File: src/rtl/tick_gen_pkg.sv
package tick_gen_pkg;

  localparam int SEL_W    = 3;
  localparam int CTL_W    = 8;
  localparam int HOLD_BIT = 7;
  localparam int PCLR_BIT = 0;
  localparam int NUM_TAPS = 4;

  typedef enum logic [SEL_W-1:0] {
    SRC_OFF      = 3'd0,
    SRC_DIV1     = 3'd1,
    SRC_DIV8     = 3'd2,
    SRC_DIV64    = 3'd3,
    SRC_DIV256   = 3'd4,
    SRC_DIV1024  = 3'd5,
    SRC_EXT_FALL = 3'd6,
    SRC_EXT_RISE = 3'd7
  } src_sel_e;

  // number of low divider bits that must be zero for each tap
  function automatic int tap_log2(input int idx);
    case (idx)
      0:       return 3;
      1:       return 6;
      2:       return 8;
      default: return 10;
    endcase
  endfunction

endpackage

File: src/rtl/tick_gen_ctl.sv
module tick_gen_ctl
  import tick_gen_pkg::*;
(
  input  logic             clk,
  input  logic             rst,
  input  logic             wr_en,
  input  logic [CTL_W-1:0] wr_data,
  output logic             hold,
  output logic             pclr,
  output logic [CTL_W-1:0] ctl_q
);

  always_ff @(posedge clk) begin
    if (rst) begin
      hold <= 1'b0;
      pclr <= 1'b0;
    end else if (wr_en) begin
      hold <= wr_data[HOLD_BIT];
      pclr <= wr_data[PCLR_BIT];
    end else if (!hold) begin
      pclr <= 1'b0;  // self-clearing once hold is released
    end
  end

  always_comb begin
    ctl_q           = '0;
    ctl_q[HOLD_BIT] = hold;
    ctl_q[PCLR_BIT] = pclr;
  end

endmodule

File: src/rtl/tick_gen_prescale.sv
module tick_gen_prescale
  import tick_gen_pkg::*;
#(
  parameter int TAPS = NUM_TAPS
) (
  input  logic            clk,
  input  logic            rst,
  input  logic            clr,
  input  logic            freeze,
  output logic [TAPS-1:0] tap_zero
);

  localparam int CNT_W = tap_log2(TAPS - 1);

  logic [CNT_W-1:0] cnt;

  always_ff @(posedge clk) begin
    if (rst || clr)  cnt <= '0;
    else if (!freeze) cnt <= cnt + 1'b1;
  end

  for (genvar t = 0; t < TAPS; t++) begin : g_tap
    localparam int LB = tap_log2(t);
    assign tap_zero[t] = !clr && (cnt[LB-1:0] == '0);
  end

endmodule

File: src/rtl/tick_gen_extsync.sv
module tick_gen_extsync #(
  parameter int STAGES = 2
) (
  input  logic clk,
  input  logic rst,
  input  logic pin,
  output logic rise,
  output logic fall
);

  logic [STAGES-1:0] sh;
  logic              last;

  always_ff @(posedge clk) begin
    if (rst) begin
      sh   <= '0;
      last <= 1'b0;
    end else begin
      sh   <= {sh[STAGES-2:0], pin};
      last <= sh[STAGES-1];
    end
  end

  assign rise =  sh[STAGES-1] && !last;
  assign fall = !sh[STAGES-1] &&  last;

endmodule

File: src/rtl/tick_gen_select.sv
module tick_gen_select
  import tick_gen_pkg::*;
(
  input  logic                clk,
  input  logic                rst,
  input  logic [SEL_W-1:0]    sel,
  input  logic [NUM_TAPS-1:0] taps,
  input  logic                ext_rise,
  input  logic                ext_fall,
  input  logic                hold,
  output logic                tick
);

  logic hit;

  always_comb begin
    unique case (src_sel_e'(sel))
      SRC_OFF:      hit = 1'b0;
      SRC_DIV1:     hit = 1'b1;
      SRC_DIV8:     hit = taps[0];
      SRC_DIV64:    hit = taps[1];
      SRC_DIV256:   hit = taps[2];
      SRC_DIV1024:  hit = taps[3];
      SRC_EXT_FALL: hit = ext_fall;
      SRC_EXT_RISE: hit = ext_rise;
      default:      hit = 1'b0;
    endcase
  end

  always_ff @(posedge clk) begin
    if (rst) tick <= 1'b0;
    else     tick <= hit && !hold;
  end

endmodule

File: src/rtl/timer_tick_gen.sv
module timer_tick_gen
  import tick_gen_pkg::*;
#(
  parameter int N_TIMERS    = 2,
  parameter int SYNC_STAGES = 2
) (
  input  logic                           clk,
  input  logic                           rst,
  input  logic [N_TIMERS-1:0][SEL_W-1:0] clk_sel,
  input  logic [N_TIMERS-1:0]            ext_clk_pin,
  input  logic                           ctl_wr_en,
  input  logic [CTL_W-1:0]               ctl_wr_data,
  output logic [CTL_W-1:0]               ctl_q,
  output logic [N_TIMERS-1:0]            tick
);

  logic                hold;
  logic                pclr;
  logic [NUM_TAPS-1:0] taps;

  tick_gen_ctl u_ctl (
    .clk     (clk),
    .rst     (rst),
    .wr_en   (ctl_wr_en),
    .wr_data (ctl_wr_data),
    .hold    (hold),
    .pclr    (pclr),
    .ctl_q   (ctl_q)
  );

  tick_gen_prescale #(.TAPS(NUM_TAPS)) u_pre (
    .clk      (clk),
    .rst      (rst),
    .clr      (pclr),
    .freeze   (hold),
    .tap_zero (taps)
  );

  for (genvar i = 0; i < N_TIMERS; i++) begin : g_tmr
    logic rise_i;
    logic fall_i;

    tick_gen_extsync #(.STAGES(SYNC_STAGES)) u_sync (
      .clk  (clk),
      .rst  (rst),
      .pin  (ext_clk_pin[i]),
      .rise (rise_i),
      .fall (fall_i)
    );

    tick_gen_select u_sel (
      .clk      (clk),
      .rst      (rst),
      .sel      (clk_sel[i]),
      .taps     (taps),
      .ext_rise (rise_i),
      .ext_fall (fall_i),
      .hold     (hold),
      .tick     (tick[i])
    );
  end

endmodule

File: config.mk
export PLATFORM = sky130hd
export DESIGN_NAME = timer_tick_gen
export DESIGN_NICKNAME = d
export VERILOG_FILES = /design/src/rtl/tick_gen_pkg.sv /design/src/rtl/tick_gen_ctl.sv /design/src/rtl/tick_gen_prescale.sv /design/src/rtl/tick_gen_extsync.sv /design/src/rtl/tick_gen_select.sv /design/src/rtl/timer_tick_gen.sv
export SDC_FILE = /design/constraint.sdc
export NUM_CORES = 1
export LEC_CHECK = 0
export BUFFER_PORTS_ARGS = -buffer_cell sky130_fd_sc_hd__buf_4
export CAP_MARGIN = 20
export CORE_ASPECT_RATIO = 1.1
export CORE_MARGIN = 4
export CORE_UTILIZATION = 35
export DETAILED_ROUTE_END_ITERATION = 7
export PLACE_DENSITY = 0.58
export SLEW_MARGIN = 0
export SYNTH_ARGS = -nofsm -noshare
export SYNTH_HDL_FRONTEND = slang
export SYNTH_SLANG_ARGS = --single-unit
File: constraint.sdc
create_clock -name clk -period 2 [get_ports clk]
set_input_delay 0.2 -clock clk [delete_from_list [all_inputs] [get_ports clk]]
set_output_delay 0.2 -clock clk [all_outputs]
set_load 0.02 [all_outputs]
==> results of run 1 <==
## layout by cell type (no fill, tap or decap), drive strengths merged, types with 3 or more instances in the layout
cell type  count
a21oi          7
buf           16
clkbuf         3
conb           6
dfxtp         20
inv            3
nand2          5
nand4          3
nor2          12
nor2b          9
nor3           3
o21ai          5
or3            3
xor2           5
## worst paths after layout
check	slack (ns)	cells past startpoint	to
setup / recovery	0.52	5	g_tmr[1].u_sel.tick$_SDFF_PP0_
hold / removal	0.10	2	g_tmr[0].u_sync.sh[0]$_SDFF_PP0_
setup reg to reg	0.52	5	g_tmr[1].u_sel.tick$_SDFF_PP0_
hold reg to reg	0.45	1	g_tmr[0].u_sync.sh[1]$_SDFF_PP0_
## state kept, by name (all words and copies together), names as in the netlist
register           count
u_ctl.pclr             1
g_tmr.u_sync.last      2
g_tmr.u_sync.sh        4
g_tmr.u_sel.tick       2
u_ctl.hold             1
u_pre.cnt             10
## critical path: stages, from the launching register on
cell and delay, ns:
dfxtp_1 0.45, inv_1 0.07, ha_1 0.19, nor3b_2 0.18, a311o_1 0.36, o211a_1 0.12
## kinds of logic (layout without fill, tap and decap cells)
logic type	after synthesis	in the layout	synth area share
buffers and inverters	15	23	0.0966
other	1	6	0.00381
muxes	1	1	0.0102
adders and majority gates	2	2	0.0254
DFF	20	20	0.407
xor gates and xnor gates	7	7	0.0623
AOI/OAI and AO/OA	18	18	0.112
and+or+nand+nor	45	45	0.283
## routing by layer
layer	global-route usage	vias up	share of wire
met5	0	-	0
met4	0.0340	0	0.0065
met3	0.0388	2	0.072
met2	0.144	22	0.43
met1	0.128	324	0.48
li1	-	389	-
## synth_stat cells, drive strengths merged
cell / number / area, um^2
and3: 1 / 6.26
conb: 1 / 3.75
nor3b: 2 / 20.0
a311o: 1 / 10.0
mux2i: 1 / 10.0
nand2: 5 / 18.8
o21ai: 5 / 25.0
nor2: 12 / 45.0
nand3: 1 / 5.00
and3b: 2 / 17.5
dfxtp: 20 / 400
a31oi: 2 / 12.5
a21oi: 7 / 35.0
and4b: 1 / 10.0
or2: 1 / 6.26
or3: 3 / 18.8
inv: 3 / 11.3
xor2: 5 / 43.8
nand4: 3 / 25.0
nor3: 3 / 20.0
a22oi: 1 / 7.51
nand4b: 1 / 23.8
xnor2: 2 / 17.5
clkbuf: 1 / 3.75
buf: 11 / 80.1
o211a: 2 / 20.0
nor2b: 9 / 56.3
ha: 2 / 25.0
nand2b: 1 / 6.26
## where the power goes
group | internal [mW] | leakage [nW] | switching, mW | total [mW]
Combinational | 0.0544 | 0.334 | 0.0610 | 0.115
Clock | 0.203 | 0.0279 | 0.127 | 0.329
Sequential | 0.415 | 0.163 | 0.0159 | 0.431
## cell type report
cell class,count,area (um^2)
Fill cell,269,1460
Multi-Input combinational cell,79,508
Clock inverter,1,30.0
Clock buffer,3,22.5
Timing Repair Buffer,16,120
Sequential cell,20,400
Inverter,3,11.3
Tap cell,31,38.8
## metrics by stage
stage               instances  total power [mW]   util  hold slack (ns)  area [um^2]
floorplan                 114             0.528      -            0.328         1000
global placement          149             0.553  0.416            0.410         1080
detailed placement        149             0.555  0.416            0.419         1080
CTS                       153             0.893  0.437           0.0853         1130
global route              153             0.920  0.437           0.0863         1130
finish                    153             0.876  0.437            0.104         1130
==> impl_metrics.toml, run 1 <==
[hold_path]
hold_path_class = "primary input to flip-flop"
hold_start = "ext_clk_pin[0]"

[timing]
worst_clock_skew_ns = 0.00189
period_needed_ns = 1.48
setup_viol = 0
clock.fmax_mhz = 674
hold_viol = 0
tns_ns = 0
setup_slack_ns = 0.516
slew_viol_final = 0
period_share = 0.742
rsz0062_at_grt = "no"

[placed_design]
port_buffers = 16
place.gp.congestion = 0.700
place_ws_ns = 0.538
dp_hpwl_um = 1270

[status]
status = "finished clean"

[synth]
yosysWarnings = 0
syn_area_um2 = 985
ys_ff_latch = 20
yosysSeqAreaShare = 0.407
ys_types = 33
synth_cells = 109
syn_area_per_cell_um2 = 9.03

[clocking]
path_clk_slew_ns = 0.11
clk_latency_ns = 0.30
tritoncts = "built"
hold_buffers = 0
numCtsBuffers = 3
clock-root-buffer = "clkbuf_4"
cts_setup_buffers = 0
postCtsResizedCells = 0
numClockSinks = 20
clockBufferDepth = 2
htree_levels = 1

[detailed_routing]
dr.pass1.iters = 4
vias_per_cell = 4.82
antenna_left = 0
first_iter_violations = 14
num_vias = 737
routed_wl_um = 1690
drc = 0
avgRoutedWirePerCell_um = 11.0

[flow_run]
drv_cap = 0

[global_route]
antenna_found_initial = 0
overflow = 0
grt.total_usage = 0.0977
grt_first_pass_wirelength_um = 2860
grt_pass1_vias = 663
grt_max_degree = 13

[cells_and_area]
antenna_cells = 0
drive_above_1_share = 0.205
fin_nets = 144
area_growth_pct = 14.9

[floorplan]
die_h_um = 63.6
core_area_um2 = 2590
num_rows = 19
ios = 29
die_w_um = 58.6
die-area_um2 = 3730
start_util = 0.380

[pwr]
peakVddDrop_mv = 0.562
total_leakage_power_nw = 0.526
cellPowerDensity_nw_per_um2 = 774

[worst_setup_path]
rr_startpoint = "u_pre.cnt[0]$_SDFFE_PP0N_"
worstPathArrival_ns = 1.69
cp-start-kind = "flip-flop"
path_max_fanout = 5
startpoint = "u_pre.cnt[0]$_SDFFE_PP0N_"
end_kind = "flip-flop"
cp_data_required_time_ns = 2.21
crit_type = "flip-flop to flip-flop"
(Power assumes the default switching activity.)
==> run 2: changes to the inputs <==
Settings changed: PLACE_DENSITY 0.58 to 0.6.
Clock period 2 ns to 1.2 ns, I/O delays scaled along.
==> impl_metrics.toml, run 2 (synthesis gave the netlist of run 1 again) <==
[global_route]
antenna_found_initial = 0
grt.total_usage = 0.101
grt_max_degree = 12
grt_first_pass_wirelength_um = 2880
overflow = 0
grt_pass1_vias = 644

[detailed_routing]
num_vias = 783
routed_wl_um = 1850
antenna_left = 0
dr.pass1.iters = 4
avgRoutedWirePerCell_um = 11.3
vias_per_cell = 4.77
first_iter_violations = 7
drc = 0

[placed_design]
dp_hpwl_um = 1340
dp.cells = 155
port_buffers = 16
place.gp.congestion = 0.701
place_ws_ns = -0.110
place_area_um2 = 1140

[worst_setup_path]
critPathMostFrequentCell = "buf_6"
cp_data_required_time_ns = 1.45
cp_cell_sequence = "buf_4, buf_6, buf_6, nand4b_4, or3_4, a21oi_2"
worstPathArrival_ns = 1.59
end_kind = "flip-flop"
critPathSlowestCell = "or3_4"
max_stage_delay_ns = 0.39
crit_type = "flip-flop to flip-flop"
cp-start-kind = "flip-flop"
path_max_fanout = 6

[timing]
tns_ns = -0.713
clock.fmax_mhz = 746
setup_viol = 9
period_share = 1.12
holdWs_ns = 0.0269
setup_slack_ns = -0.140
worst_clock_skew_ns = 0.0137
rsz0062_at_grt = "yes"
period_needed_ns = 1.34
slew_viol_final = 0
hold_viol = 0

[clocking]
tritoncts = "built"
hold_buffers = 0
htree_levels = 1
clockBufferDepth = 2
path_clk_slew_ns = 0.13
numCtsBuffers = 3
clk_latency_ns = 0.30
numClockSinks = 20
clock-root-buffer = "clkbuf_4"

[cells_and_area]
utilization = 0.491
fin_nets = 155
drive_above_1_share = 0.406
largest_reg_flops = 10
final_cell_mix = "buf_4 (24), dfxtp_1 (15), nor2_1 (12)"
fillers = 249
final_area_um2 = 1270
fin_cells = 164
largest_register = "u_pre.cnt"
reg.largest.list = "u_pre.cnt: 10 flops, g_tmr.u_sync.sh: 4 flops"
antenna_cells = 0
final_common_cell = "buf_4"
area_growth_pct = 29.1

[status]
status = "finished with violations"
violations = "negative setup slack"

[floorplan]
core_area_um2 = 2590
die_h_um = 63.6
die-area_um2 = 3730
start_util = 0.380
die_w_um = 58.6
ios = 29
num_rows = 19

[hold_path]
hold_path_class = "primary input to flip-flop"

[pwr]
p_total_mw = 1.38
peakVddDrop_mv = 0.786
cellPowerDensity_nw_per_um2 = 1090
total_leakage_power_nw = 0.582

[flow_run]
drv_cap = 0
-- run 2: worst paths after layout --
kind | startpoint | end | cells past startpoint | slack (ns)
setup reg to reg | u_pre.cnt[1]$_SDFFE_PP0N_ | u_pre.cnt[5]$_SDFFE_PP0N_ | 6 | -0.14
hold reg to reg | g_tmr[0].u_sync.sh[0]$_SDFF_PP0_ | g_tmr[0].u_sync.sh[1]$_SDFF_PP0_ | 1 | 0.45
hold / removal | ext_clk_pin[1] | g_tmr[1].u_sync.sh[0]$_SDFF_PP0_ | 2 | 0.03
setup / recovery | u_pre.cnt[1]$_SDFFE_PP0N_ | u_pre.cnt[5]$_SDFFE_PP0N_ | 6 | -0.14
-- run 2: power by group --
| group | switching (mW) | internal, mW |
|---|---|---|
| clock network | 0.214 | 0.185 |
| registers | 0.0207 | 0.694 |
| logic | 0.129 | 0.142 |
| total | 0.364 | 1.02 |
-- run 2: final cells by class --
| class | count | area, um^2 | share of cell area |
|---|---|---|---|
| Inverter | 3 | 11.3 | 0.00886 |
| Clock buffer | 4 | 36.3 | 0.0285 |
| Sequential cell | 20 | 412 | 0.324 |
| Timing Repair Buffer | 27 | 214 | 0.168 |
| Tap cell | 31 | 38.8 | 0.0305 |
| Multi-Input combinational cell | 79 | 559 | 0.440 |
-- run 2: layer usage --
metal  up-vias  GRT usage  part of all wire
met5         -          0                 0
met4         0     0.0510            0.0086
met3         2     0.0367             0.064
met2        17      0.134              0.46
met1       357      0.139              0.47
li1        407          -                 -
-- run 2: worst max-delay path: cells and delay by family (launching register included) --
| family | cells | cell delay [ns] |
|---|---|---|
| AND/OR/NAND/NOR | 2 | 0.52 |
| buffers and inverters | 3 | 0.26 |
| AO/OA/AOI/OAI | 1 | 0.12 |
| flip-flops | 1 | 0.38 |
-- run 2: what timing repair did --
item / CTS / global route
setup endpoints to repair: 2 / 8
resized for setup: 0 / 17
buffers inserted: 1 / 4
pin swaps: 4 / 9
